**config.mk**
```make
export PLATFORM = sky130hd
export DESIGN_NAME = rx_ring_writer
export DESIGN_NICKNAME = d
export VERILOG_FILES = /design/src/rtl/rxr_pkg.sv /design/src/rtl/rxr_regs.sv /design/src/rtl/rxr_ring_math.sv /design/src/rtl/rxr_fsm.sv /design/src/rtl/rx_ring_writer.sv
export SDC_FILE = /design/constraint.sdc
export NUM_CORES = 1
export LEC_CHECK = 0
export CAP_MARGIN = 30
export CORE_ASPECT_RATIO = 0.5
export CORE_MARGIN = 4
export CORE_UTILIZATION = 55
export DETAILED_ROUTE_END_ITERATION = 16
export HOLD_SLACK_MARGIN = 0.02
export PLACE_DENSITY = 0.85
export SYNTH_ARGS = -nofsm -noshare
export SYNTH_HDL_FRONTEND = slang
export SYNTH_SLANG_ARGS = --single-unit
```
**constraint.sdc**
```tcl
create_clock -name clk -period 3.3 [get_ports clk]
set_input_delay 0.825 -clock clk [delete_from_list [all_inputs] [get_ports clk]]
set_output_delay 0.825 -clock clk [all_outputs]
set_load 0.01 [all_outputs]
```
**src/rtl/rxr_pkg.sv**
```systemverilog
package rxr_pkg;
  localparam int PAGE_SHIFT = 8;
  localparam int PAGE_BYTES = 1 << PAGE_SHIFT;

  localparam logic [1:0] SEL_START = 2'd0;
  localparam logic [1:0] SEL_STOP  = 2'd1;
  localparam logic [1:0] SEL_BND   = 2'd2;
  localparam logic [1:0] SEL_CUR   = 2'd3;

  typedef enum logic [2:0] {
    ST_IDLE,
    ST_RECV,
    ST_DROP,
    ST_PAD,
    ST_HDR
  } wr_state_t;
endpackage

```
**src/rtl/rxr_regs.sv**
```systemverilog
module rxr_regs
  import rxr_pkg::*;
#(
  parameter int PG_W       = 8,
  parameter int MEM_END_PG = 128
) (
  input  logic            clk,
  input  logic            rst_n,
  input  logic            cfg_we,
  input  logic [1:0]      cfg_sel,
  input  logic [PG_W-1:0] cfg_wdata,
  input  logic            commit,
  input  logic [PG_W-1:0] next_pg,
  input  logic            irq_clr,
  output logic [PG_W-1:0] start_pg,
  output logic [PG_W-1:0] stop_pg,
  output logic [PG_W-1:0] bnd_pg,
  output logic [PG_W-1:0] cur_pg,
  output logic            irq_rx
);
  logic [PG_W-1:0] start_d, stop_d, bnd_d, cur_d;
  logic            irq_d;
  logic            wr_edge_ok, wr_in_ok;

  assign wr_edge_ok = int'(cfg_wdata) <= MEM_END_PG;
  assign wr_in_ok   = int'(cfg_wdata) <  MEM_END_PG;

  always_comb begin
    start_d = start_pg;
    stop_d  = stop_pg;
    bnd_d   = bnd_pg;
    cur_d   = cur_pg;
    if (cfg_we) begin
      unique case (cfg_sel)
        SEL_START: if (wr_edge_ok) start_d = cfg_wdata;
        SEL_STOP:  if (wr_edge_ok) stop_d  = cfg_wdata;
        SEL_BND:   if (wr_in_ok)   bnd_d   = cfg_wdata;
        SEL_CUR:   if (wr_in_ok)   cur_d   = cfg_wdata;
        default: ;
      endcase
    end
    if (commit) cur_d = next_pg;
    if (commit)       irq_d = 1'b1;
    else if (irq_clr) irq_d = 1'b0;
    else              irq_d = irq_rx;
  end

  always_ff @(posedge clk or negedge rst_n) begin
    if (!rst_n) begin
      start_pg <= '0;
      stop_pg  <= '0;
      bnd_pg   <= '0;
      cur_pg   <= '0;
      irq_rx   <= 1'b0;
    end else begin
      start_pg <= start_d;
      stop_pg  <= stop_d;
      bnd_pg   <= bnd_d;
      cur_pg   <= cur_d;
      irq_rx   <= irq_d;
    end
  end

  // a commit always leaves the flag set, even against a clear
  a_r10_irq_after_commit: assert property (@(posedge clk) disable iff (!rst_n)
    commit |=> irq_rx);
endmodule

```
**src/rtl/rxr_ring_math.sv**
```systemverilog
module rxr_ring_math
  import rxr_pkg::*;
#(
  parameter int PG_W       = 8,
  parameter int LEN_W      = 16,
  parameter int MEM_END_PG = 128,
  parameter int MAX_FRAME  = 1514
) (
  input  logic [PG_W-1:0]  start_pg,
  input  logic [PG_W-1:0]  stop_pg,
  input  logic [PG_W-1:0]  bnd_pg,
  input  logic [PG_W-1:0]  cur_pg,
  input  logic [PG_W-1:0]  base_pg,
  input  logic [LEN_W-1:0] byte_cnt,
  output logic             room_ok,
  output logic [PG_W-1:0]  base_sel,
  output logic [PG_W-1:0]  next_pg
);
  localparam int SUM_W = PG_W + 2;

  int               avail_b;
  logic [SUM_W-1:0] used_pg, sum_pg, stop_ext, span_ext;

  always_comb begin
    if (cur_pg < bnd_pg)
      avail_b = (int'(bnd_pg) - int'(cur_pg)) * PAGE_BYTES;
    else
      avail_b = ((int'(stop_pg) - int'(start_pg)) - (int'(cur_pg) - int'(bnd_pg))) * PAGE_BYTES;
  end

  assign room_ok  = (stop_pg > start_pg) && (avail_b >= MAX_FRAME + 4);
  assign base_sel = (int'(cur_pg) >= MEM_END_PG) ? start_pg : cur_pg;

  // pages taken: header, data and four trailing bytes, rounded up
  assign used_pg  = SUM_W'((32'(byte_cnt) + 32'(8 + PAGE_BYTES - 1)) / 32'(PAGE_BYTES));
  assign sum_pg   = SUM_W'(base_pg) + used_pg;
  assign stop_ext = SUM_W'(stop_pg);
  assign span_ext = SUM_W'(stop_pg) - SUM_W'(start_pg);
  assign next_pg  = PG_W'((sum_pg >= stop_ext) ? (sum_pg - span_ext) : sum_pg);
endmodule

```
**src/rtl/rxr_fsm.sv**
```systemverilog
module rxr_fsm
  import rxr_pkg::*;
#(
  parameter int PG_W      = 8,
  parameter int LEN_W     = 16,
  parameter int MIN_FRAME = 60
) (
  input  logic                       clk,
  input  logic                       rst_n,
  input  logic                       rx_valid,
  input  logic                       rx_sof,
  input  logic                       rx_eof,
  input  logic [7:0]                 rx_data,
  output logic                       rx_ready,
  input  logic                       stop_cmd,
  input  logic                       room_ok,
  input  logic [PG_W-1:0]            base_sel,
  input  logic [PG_W-1:0]            start_pg,
  input  logic [PG_W-1:0]            stop_pg,
  input  logic [PG_W-1:0]            next_pg,
  output logic [PG_W-1:0]            base_pg,
  output logic [LEN_W-1:0]           byte_cnt,
  output logic                       commit,
  output logic                       mem_we,
  output logic [PG_W+PAGE_SHIFT-1:0] mem_addr,
  output logic [7:0]                 mem_wdata
);
  localparam int ADDR_W = PG_W + PAGE_SHIFT;
  localparam logic [LEN_W-1:0] MIN_LEN = LEN_W'(MIN_FRAME);

  wr_state_t         state_q, state_d;
  logic [PG_W-1:0]   base_d;
  logic [ADDR_W-1:0] daddr_q, daddr_d, addr_d;
  logic [LEN_W-1:0]  cnt_d, cnt_inc;
  logic              grp_q, grp_d, we_d;
  logic [1:0]        hidx_q, hidx_d;
  logic [7:0]        wd_d, status_b;
  logic [15:0]       total_len;
  logic              beat;

  function automatic logic [ADDR_W-1:0] step_addr(
    input logic [ADDR_W-1:0] a,
    input logic [PG_W-1:0]   sp,
    input logic [PG_W-1:0]   st
  );
    logic [ADDR_W-1:0] n;
    n = a + ADDR_W'(1);
    if (n == {sp, {PAGE_SHIFT{1'b0}}}) n = {st, {PAGE_SHIFT{1'b0}}};
    return n;
  endfunction

  assign rx_ready  = (state_q == ST_IDLE) || (state_q == ST_RECV) || (state_q == ST_DROP);
  assign beat      = rx_valid && rx_ready;
  assign cnt_inc   = byte_cnt + LEN_W'(1);
  assign total_len = 16'(byte_cnt) + 16'd4;
  assign status_b  = {2'b00, grp_q, 4'b0000, 1'b1};

  always_comb begin
    state_d = state_q;
    base_d  = base_pg;
    daddr_d = daddr_q;
    cnt_d   = byte_cnt;
    grp_d   = grp_q;
    hidx_d  = hidx_q;
    we_d    = 1'b0;
    addr_d  = mem_addr;
    wd_d    = mem_wdata;
    commit  = 1'b0;
    unique case (state_q)
      ST_IDLE: begin
        if (beat && rx_sof) begin
          if (stop_cmd || !room_ok) begin
            if (!rx_eof) state_d = ST_DROP;
          end else begin
            base_d  = base_sel;
            we_d    = 1'b1;
            addr_d  = {base_sel, PAGE_SHIFT'(4)};
            wd_d    = rx_data;
            grp_d   = rx_data[0];
            cnt_d   = LEN_W'(1);
            hidx_d  = 2'd0;
            daddr_d = step_addr({base_sel, PAGE_SHIFT'(4)}, stop_pg, start_pg);
            if (!rx_eof)                    state_d = ST_RECV;
            else if (LEN_W'(1) < MIN_LEN)   state_d = ST_PAD;
            else                            state_d = ST_HDR;
          end
        end
      end
      ST_RECV: begin
        if (beat) begin
          we_d    = 1'b1;
          addr_d  = daddr_q;
          wd_d    = rx_data;
          cnt_d   = cnt_inc;
          daddr_d = step_addr(daddr_q, stop_pg, start_pg);
          if (rx_eof) state_d = (cnt_inc < MIN_LEN) ? ST_PAD : ST_HDR;
        end
      end
      ST_DROP: begin
        if (beat && rx_eof) state_d = ST_IDLE;
      end
      ST_PAD: begin
        we_d    = 1'b1;
        addr_d  = daddr_q;
        wd_d    = 8'h00;
        cnt_d   = cnt_inc;
        daddr_d = step_addr(daddr_q, stop_pg, start_pg);
        if (cnt_inc >= MIN_LEN) state_d = ST_HDR;
      end
      ST_HDR: begin
        we_d   = 1'b1;
        addr_d = {base_pg, 6'b000000, hidx_q};
        unique case (hidx_q)
          2'd0: wd_d = status_b;
          2'd1: wd_d = next_pg;
          2'd2: wd_d = total_len[7:0];
          default: wd_d = total_len[15:8];
        endcase
        hidx_d = hidx_q + 2'd1;
        if (hidx_q == 2'd3) begin
          commit  = 1'b1;
          state_d = ST_IDLE;
        end
      end
      default: state_d = ST_IDLE;
    endcase
  end

  always_ff @(posedge clk or negedge rst_n) begin
    if (!rst_n) begin
      state_q   <= ST_IDLE;
      base_pg   <= '0;
      daddr_q   <= '0;
      byte_cnt  <= '0;
      grp_q     <= 1'b0;
      hidx_q    <= 2'd0;
      mem_we    <= 1'b0;
      mem_addr  <= '0;
      mem_wdata <= '0;
    end else begin
      state_q <= state_d;
      base_pg <= base_d;
      daddr_q <= daddr_d;
      byte_cnt <= cnt_d;
      grp_q   <= grp_d;
      hidx_q  <= hidx_d;
      mem_we  <= we_d;
      if (we_d) begin
        mem_addr  <= addr_d;
        mem_wdata <= wd_d;
      end
    end
  end

  // a refused frame never reaches memory
  a_r2_no_write_in_drop: assert property (@(posedge clk) disable iff (!rst_n)
    (state_q == ST_DROP) |=> !mem_we);
  // every padding cycle produces a zero byte
  a_r5_pad_writes_zero: assert property (@(posedge clk) disable iff (!rst_n)
    (state_q == ST_PAD) |=> (mem_we && mem_wdata == 8'h00));
  // writes stay inside the ring (stable, consistent configuration)
  a_r6_addr_below_stop: assert property (@(posedge clk) disable iff (!rst_n)
    mem_we |-> (mem_addr < {stop_pg, {PAGE_SHIFT{1'b0}}}));
  // no byte is taken while padding or writing the header
  a_r11_stall_after_eof: assert property (@(posedge clk) disable iff (!rst_n)
    (state_q == ST_RECV && beat && rx_eof) |=> !rx_ready);
endmodule

```
**src/rtl/rx_ring_writer.sv**
```systemverilog
module rx_ring_writer
  import rxr_pkg::*;
#(
  parameter int PG_W       = 8,
  parameter int LEN_W      = 16,
  parameter int MEM_END_PG = 128,
  parameter int MAX_FRAME  = 1514,
  parameter int MIN_FRAME  = 60
) (
  input  logic                 clk,
  input  logic                 rst_n,
  input  logic                 cfg_we,
  input  logic [1:0]           cfg_sel,
  input  logic [PG_W-1:0]      cfg_wdata,
  input  logic                 stop_cmd,
  input  logic                 irq_clr,
  input  logic                 rx_valid,
  input  logic                 rx_sof,
  input  logic                 rx_eof,
  input  logic [7:0]           rx_data,
  output logic                 rx_ready,
  output logic                 mem_we,
  output logic [PG_W+7:0]      mem_addr,
  output logic [7:0]           mem_wdata,
  output logic [PG_W-1:0]      cur_page,
  output logic                 irq_rx
);
  logic [1:0]       rst_sync_q;
  logic             rst_core_n;
  logic [PG_W-1:0]  start_pg, stop_pg, bnd_pg, base_pg, base_sel, next_pg;
  logic [LEN_W-1:0] byte_cnt;
  logic             room_ok, commit;

  // asynchronous assertion, synchronous release
  always_ff @(posedge clk or negedge rst_n) begin
    if (!rst_n) rst_sync_q <= 2'b00;
    else        rst_sync_q <= {rst_sync_q[0], 1'b1};
  end
  assign rst_core_n = rst_sync_q[1];

  rxr_regs #(.PG_W(PG_W), .MEM_END_PG(MEM_END_PG)) u_regs (
    .clk      (clk),
    .rst_n    (rst_core_n),
    .cfg_we   (cfg_we),
    .cfg_sel  (cfg_sel),
    .cfg_wdata(cfg_wdata),
    .commit   (commit),
    .next_pg  (next_pg),
    .irq_clr  (irq_clr),
    .start_pg (start_pg),
    .stop_pg  (stop_pg),
    .bnd_pg   (bnd_pg),
    .cur_pg   (cur_page),
    .irq_rx   (irq_rx)
  );

  rxr_ring_math #(.PG_W(PG_W), .LEN_W(LEN_W), .MEM_END_PG(MEM_END_PG),
                  .MAX_FRAME(MAX_FRAME)) u_math (
    .start_pg(start_pg),
    .stop_pg (stop_pg),
    .bnd_pg  (bnd_pg),
    .cur_pg  (cur_page),
    .base_pg (base_pg),
    .byte_cnt(byte_cnt),
    .room_ok (room_ok),
    .base_sel(base_sel),
    .next_pg (next_pg)
  );

  rxr_fsm #(.PG_W(PG_W), .LEN_W(LEN_W), .MIN_FRAME(MIN_FRAME)) u_fsm (
    .clk      (clk),
    .rst_n    (rst_core_n),
    .rx_valid (rx_valid),
    .rx_sof   (rx_sof),
    .rx_eof   (rx_eof),
    .rx_data  (rx_data),
    .rx_ready (rx_ready),
    .stop_cmd (stop_cmd),
    .room_ok  (room_ok),
    .base_sel (base_sel),
    .start_pg (start_pg),
    .stop_pg  (stop_pg),
    .next_pg  (next_pg),
    .base_pg  (base_pg),
    .byte_cnt (byte_cnt),
    .commit   (commit),
    .mem_we   (mem_we),
    .mem_addr (mem_addr),
    .mem_wdata(mem_wdata)
  );
endmodule

```
# Word-level counts from Yosys, hierarchy flattened
# Cells that the tools add are included.
[op_classes]
n_addsub = 13
n_lt_le_gt_ge = 9
n_eq_ne = 20
mux = 48
bitwise_logic = 1
reduce_logical = 28
[op_table]
columns = ["op", "count"]
rows = [
  ["16-bit 2-to-1 mux", 11],
  ["16-bit one-hot mux with 3 select lines", 2],
  ["8-bit 2-to-1 mux", 9],
  ["16-bit one-hot mux with 4 select lines", 1],
  ["16-bit by 1-bit adder with 16-bit output, second input constant", 3],
  ["16-bit == test", 2],
  ["32-bit by 12-bit >= comparator with 1-bit output, second input constant", 1],
  ["32-bit 2-to-1 mux", 1],
  ["8-bit one-hot mux with 4 select lines", 1],
  ["3-bit 2-to-1 mux", 9],
  ["8-bit by 8-bit subtractor with 9-bit output", 3],
  ["8-bit one-hot mux with 3 select lines", 1],
  ["24-bit subtractor", 1],
  ["3-bit AND reduction", 6],
  ["16-bit by 9-bit adder with 17-bit output, second input constant", 1],
  ["16-bit by 3-bit adder with 16-bit output, second input constant", 1],
  ["16-bit by 6-bit >= comparator with 1-bit output, second input constant", 1],
  ["16-bit by 6-bit less-than comparator with 1-bit output, second input constant", 1],
  ["8-bit subtractor", 2],
  ["3-bit one-hot mux with 5 select lines", 1],
  ["8-bit by 9-bit adder with 10-bit output", 1],
  ["10-bit by 8-bit >= comparator with 1-bit output", 1],
  ["2-bit nonzero test", 5],
  ["2-bit == test, second input constant", 4],
  ["other kinds (29)", 50],
]
[word_totals]
reg_bits = 106
inputBits = 26
word_cells = 134

# Logic depth before layout (Yosys ltp)
[depth]
ltp_word = 11
mapped_depth = 25

# Cells and area by module
# From an unflattened synthesis, not the netlist that was laid out.
[unflattened]
hier_cells = 1035
area_unflattened_um2 = 8765.9
[modules_own_cells]
columns = ["mod", "n_inst", "cells_each", "area_each_um2", "seq_area_each_um2"]
rows = [
  ["rxr_fsm", 1, 519, 4455.5, 1776.7],
  ["rxr_ring_math", 1, 382, 2781.4, 0.0],
  ["rxr_regs", 1, 131, 1475.2, 825.8],
  ["rx_ring_writer", 1, 3, 53.8, 50.0],
]

# Least setup slack after synthesis
# No wires, ideal clock.
[synth_path]
path_type = "register -> register"
from = "register u_fsm.byte_cnt[2]"
to = "register u_fsm.mem_wdata[1]"
setup_ns = 0.125
arrival_ns = 4.790
slack_ns = -1.615
path_stages_with_launch = 22
path_buffers = 0
cell_sequence = "dfrtp_1 > inv_1 > ha_1 > nor2b_1 > o211ai_2 > xor2_1 > ha_1 > inv_1 > fa_1 > nor2b_1 > o31a_1 > o21a_1 > nor2_1 > xnor2_1 > ha_1 > a2111oi_0 > a21oi_1 > nor4_4 > mux2_2 > a221o_1 > a22o_1 > mux2_4"
[synth_between]
elab_chain_len = 6
[synth_lines]
columns = ["item", "line_no", "text"]
rows = [
  ["start: declaration", "rxr_fsm.sv:22", "output logic [LEN_W-1:0] byte_cnt,"],
  ["start signal: assignment", "rxr_fsm.sv:144", "byte_cnt <= cnt_d;"],
  ["16-bit by 9-bit adder with 17-bit output", "rxr_ring_math.sv:35", "assign used_pg = SUM_W'((32'(byte_cnt) + 32'(8 + PAGE_BYTES - 1)) / 32'(PAGE_BYTES));"],
  ["8-bit by 9-bit adder with 10-bit output", "rxr_ring_math.sv:36", "assign sum_pg = SUM_W'(base_pg) + used_pg;"],
  ["8-bit subtractor / 10-bit by 8-bit >= comparator with 1-bit output (equally long branches)", "rxr_ring_math.sv:39", "assign next_pg = PG_W'((sum_pg >= stop_ext) ? (sum_pg - span_ext) : sum_pg);"],
  ["8-bit 2-to-1 mux", "rxr_ring_math.sv:39", ""],
  ["8-bit one-hot mux with 3 select lines *", "rxr_fsm.sv:113", "unique case (hidx_q)"],
  ["8-bit one-hot mux with 4 select lines *", "rxr_fsm.sv:69", "unique case (state_q)"],
  ["end signal: assignment", "rxr_fsm.sv:150", "mem_wdata <= wd_d;"],
  ["end: declaration", "rxr_fsm.sv:26", "output logic [7:0] mem_wdata"],
]
# Mark *: on every way between the ends. The rest lies on a longest branch, timed or not.
# A chain may end at the register's enable or synchronous reset.

# Final worst setup path
[layout_path]
from = "register u_fsm.byte_cnt[1]"
to = "register u_fsm.mem_wdata[2]"
# The elaborated chain is that of the path after synthesis.

==> flow_metrics.py <==
metrics = {
    "clock_network": {
        "h-tree-depth": 3,
        "clock_latency_ns": 0.36,
        "clk_pin_slew_ns": 0.08,
        "cts_tree": "yes",
        "clock-sinks": 106,
        "clockRootBuffer": "clkbuf_16",
        "clockBufferDepth": 2,
        "numCtsBuffers": 9,
    },
    "setup_path": {
        "crit_fanout": 5,
        "crit_chain": "inv_1 > ha_2 > nor2b_4 > o211ai_2 > nand2b_1 > nand2_1 > xnor2_1 > ha_1 > buf_6 > o21ai_2 > nor2_2 > o21a_1 > nor2_2 > xnor2_2 > ha_1 > o21a_1 > o21ai_2 > a21oi_2 > nor4_4 > buf_6 > mux2_4 > a221o_1 > a22o_1 > mux2_4",
        "cp_slowest_stage_delay_ns": 0.43,
        "worstSetupStartpoint": "u_fsm.byte_cnt[1]",
        "r2r-start": "u_fsm.byte_cnt[1]",
        "crit_type": "reg2reg",
        "end_kind": "flip-flop",
        "critPathRequiredTime_ns": 3.56,
        "arrival_ns": 5.09,
        "crit_path_start_kind": "flip-flop",
        "r2r_slack_ns": -1.53,
        "critPathSlowestCell": "dfrtp_1",
    },
    "drt": {
        "drc_errors": 0,
        "postRouteWirelength_um": 32700,
        "drtPass1Iterations": 8,
        "ant_nets": 0,
        "drtIter0Drc": 1088,
        "routed-via-count": 9367,
        "routedWlPerCell_um": 22.37,
        "routed_via_density": 6.407,
    },
    "sta": {
        "maxSlewHeadroom_pct": 30.99,
        "fmax_mhz": 207.0,
        "min_period_ns": 4.831,
        "finalSetupTns_ns": -101.29,
        "setup_violations": 79,
        "worst_slack_ns": -1.531,
        "hold_viol": 0,
        "drv_slew": 0,
        "skew_ns": 0.01180,
        "tightest_slew_ns": 1.033,
        "fin_crit_sh_pct": 146.4,
        "rsz0062_at_grt": "yes",
    },
    "finish": {
        "drive_gt1_share_pct": 32.11,
        "final_common_cell": "buf_4",
        "n_fill_cell": 916,
        "fin_util_pct": 79.19,
        "mostFrequentLayoutCells": "buf_4 (199), dfrtp_1 (104), nand2_1 (94)",
        "syn2layout_area_growth_pct": 39.14,
        "antenna_cells": 0,
        "stdcell_area_sq_um": 12370,
        "final_nets": 1359,
        "multi_input_area_sq_um": 6335,
        "regArea_sq_um": 2658,
    },
    "run_status": {
        "violations": "setup timing",
        "status": "finished, violations left",
    },
    "placed_design": {
        "dp_hpwl_um": 22520,
        "place_congestion": 0.9835,
        "place_area_sq_um": 11190,
        "place.port_buffers": 60,
    },
    "global_routing": {
        "overflow": 0,
        "first_global_vias": 9118,
        "grt_max_degree": 46,
        "antenna_found_initial": 0,
        "grt_pass1_wl_um": 49620,
        "grt_use_total_pct": 33.79,
    },
    "die": {
        "die_h_um": 97.89,
        "die_area_sq_um": 18380,
        "die_x_um": 187.8,
        "pin_count": 61,
        "coreArea_sq_um": 15620,
        "initial_utilization_pct": 56.92,
        "core.rowCount": 32,
    },
    "synth": {
        "synth_nets": 1116,
        "synth_cells": 1010,
        "synth.distinct_cells": 85,
        "ys_async_sr_fraction_pct": 100.0,
        "ys_ff_latch": 106,
        "yosysSeqAreaShare_pct": 29.85,
        "syn_area_sq_um": 8887,
        "synth_edf_count": 0,
        "avgSynthCellArea_sq_um": 8.799,
        "yosys_warnings": 0,
        "synthFlopType": "dfrtp_1",
    },
    "pwr": {
        "vdd_drop_max_mv": 0.5716,
        "switching_share_pct": 45.57,
        "clkPwrFrac_pct": 8.0,
        "power_density_nw_per_um2": 1099,
        "p_int_mw": 7.396,
        "power_mw": 13.59,
        "combPwrFrac_pct": 75.8,
        "p_leak_nw": 5.690,
        "p_sw_mw": 6.193,
        "seq_power_share_pct": 16.3,
    },
    "run": {
        "maxCapViolations": 0,
    },
    "worst_hold_path": {
        "hp-class": "reg2async",
    },
}
## path summary, 6_finish.rpt
check | end | cells after the start
worst min register to register | u_regs.stop_pg[7] | 0
max in group asynchronous | u_fsm.state_q[1] | 1
worst max register to register | u_fsm.mem_wdata[2] | 24
min in group clk | rst_sync_q[1] | 0
worst max-delay path | u_fsm.mem_wdata[2] | 24
worst min-delay path | u_regs.stop_pg[7] | 0
## registers in the layout (all words and copies together) (netlist names)
signal           count
u_fsm.daddr_q       16
u_fsm.mem_we         1
u_fsm.grp_q          1
u_regs.irq_rx        1
u_fsm.base_pg        8
u_fsm.byte_cnt      16
u_regs.stop_pg       8
rst_sync_q           2
u_fsm.mem_addr      16
u_regs.cur_pg        8
u_fsm.mem_wdata      8
u_regs.bnd_pg        8
u_fsm.hidx_q         2
u_fsm.state_q        3
u_regs.start_pg      8
## routing by layer
metal	track usage, %	wire length, um
met1	44.85	12940
met2	55.43	14750
met3	6.286	3191
met4	13.13	1816
met5	0	0
## layout make-up
type	instances	share of cell area [%]
clock buffers	10	1.852
multi-input cells	765	51.23
well taps	204	2.064
inverters	80	2.428
repair buffers	291	20.52
clock inverters	6	0.4149
flip-flops and latches	106	21.49
## repair_timing
action / CTS / global route
setup buffers: 23 / 17
resized for setup: 83 / 42
hold buffers: 0 / 0
pin swaps: 35 / 26
setup endpoints to repair: 79 / 79
cloned: 4 / 0
## Yosys cell counts (6+ instances only)
library cell  count  area, sq um
mux2i_1          33        330.3
buf_2            16        80.08
a21o_1            6        45.04
a21oi_1          64        320.3
nor3_1           17        85.08
nor2b_1          10        62.56
mux2_2           26        292.8
nand3_1          31        155.2
o21ai_0          73        365.4
a211o_1           7        61.31
nand2b_1          8        50.05
a22o_1           15        131.4
nor2_1           58        217.7
nand2_1          94        352.8
a211oi_1          6        45.04
ha_1             67        838.3
dfrtp_1         106         2653
o21bai_1          6        45.04
xnor2_1          39        341.6
inv_1            79        296.5
a31oi_1          22        137.6
mux2_4           10        150.1
xor2_1           23        201.4
o22ai_1           6        37.54
nor4_1            6        37.54
clkbuf_1         31        116.4
nand4_1          10        62.56
o21a_1           14        105.1
a22oi_1           9        67.56
fa_1             13        260.3
## cell families (layout without fill, tap and decap cells)
| kind of cell | count (synthesis) | in the layout | synth area share [%] |
|---|---|---|---|
| AO/OA/AOI/OAI | 279 | 279 | 20.74 |
| XOR/XNOR | 62 | 62 | 6.110 |
| adder cells (fa/ha/maj) | 80 | 80 | 12.36 |
| buffers and inverters | 139 | 387 | 6.631 |
| flip-flops | 106 | 106 | 29.85 |
| multiplexers | 72 | 72 | 9.081 |
| other | 1 | 1 | 0.04220 |
| AND/OR/NAND/NOR | 271 | 271 | 15.19 |
## per-stage QoR
| stage | cells | hold WS [ns] | setup slack, ns |
|---|---|---|---|
| 2_1_floorplan | 1010 | 0.3312 | -1.377 |
| 3_3_place_gp | 1411 | 0.3364 | -1.533 |
| 3_5_place_dp | 1411 | 0.3355 | -1.510 |
| 4_1_cts | 1452 | 0.3576 | -1.370 |
| 5_1_grt | 1462 | 0.3665 | -1.679 |
| 6_report | 1462 | 0.3586 | -1.531 |
## power by group through the flow
stage / combinational, mW / sequential (mW) / clock (mW)
CTS: 9.51 / 2.16 / 1.07
global placement: 8.17 / 2.14 / 0
detailed placement: 8.43 / 2.16 / 0
finish: 10.3 / 2.21 / 1.08
global route: 10.9 / 2.25 / 1.13
floorplan: 5.10 / 2.09 / 0
## critical path: cells and delay by family (launching register included)
family	cells	cell delay [ns]
DFF	1	0.43
xor gates and xnor gates	2	0.34
muxes	2	0.58
adders and majority gates	3	0.82
AOI/OAI and AO/OA	8	1.37
buffers and inverters	3	0.41
and+or+nand+nor	6	0.76
Power figures use the tool's default switching activity.
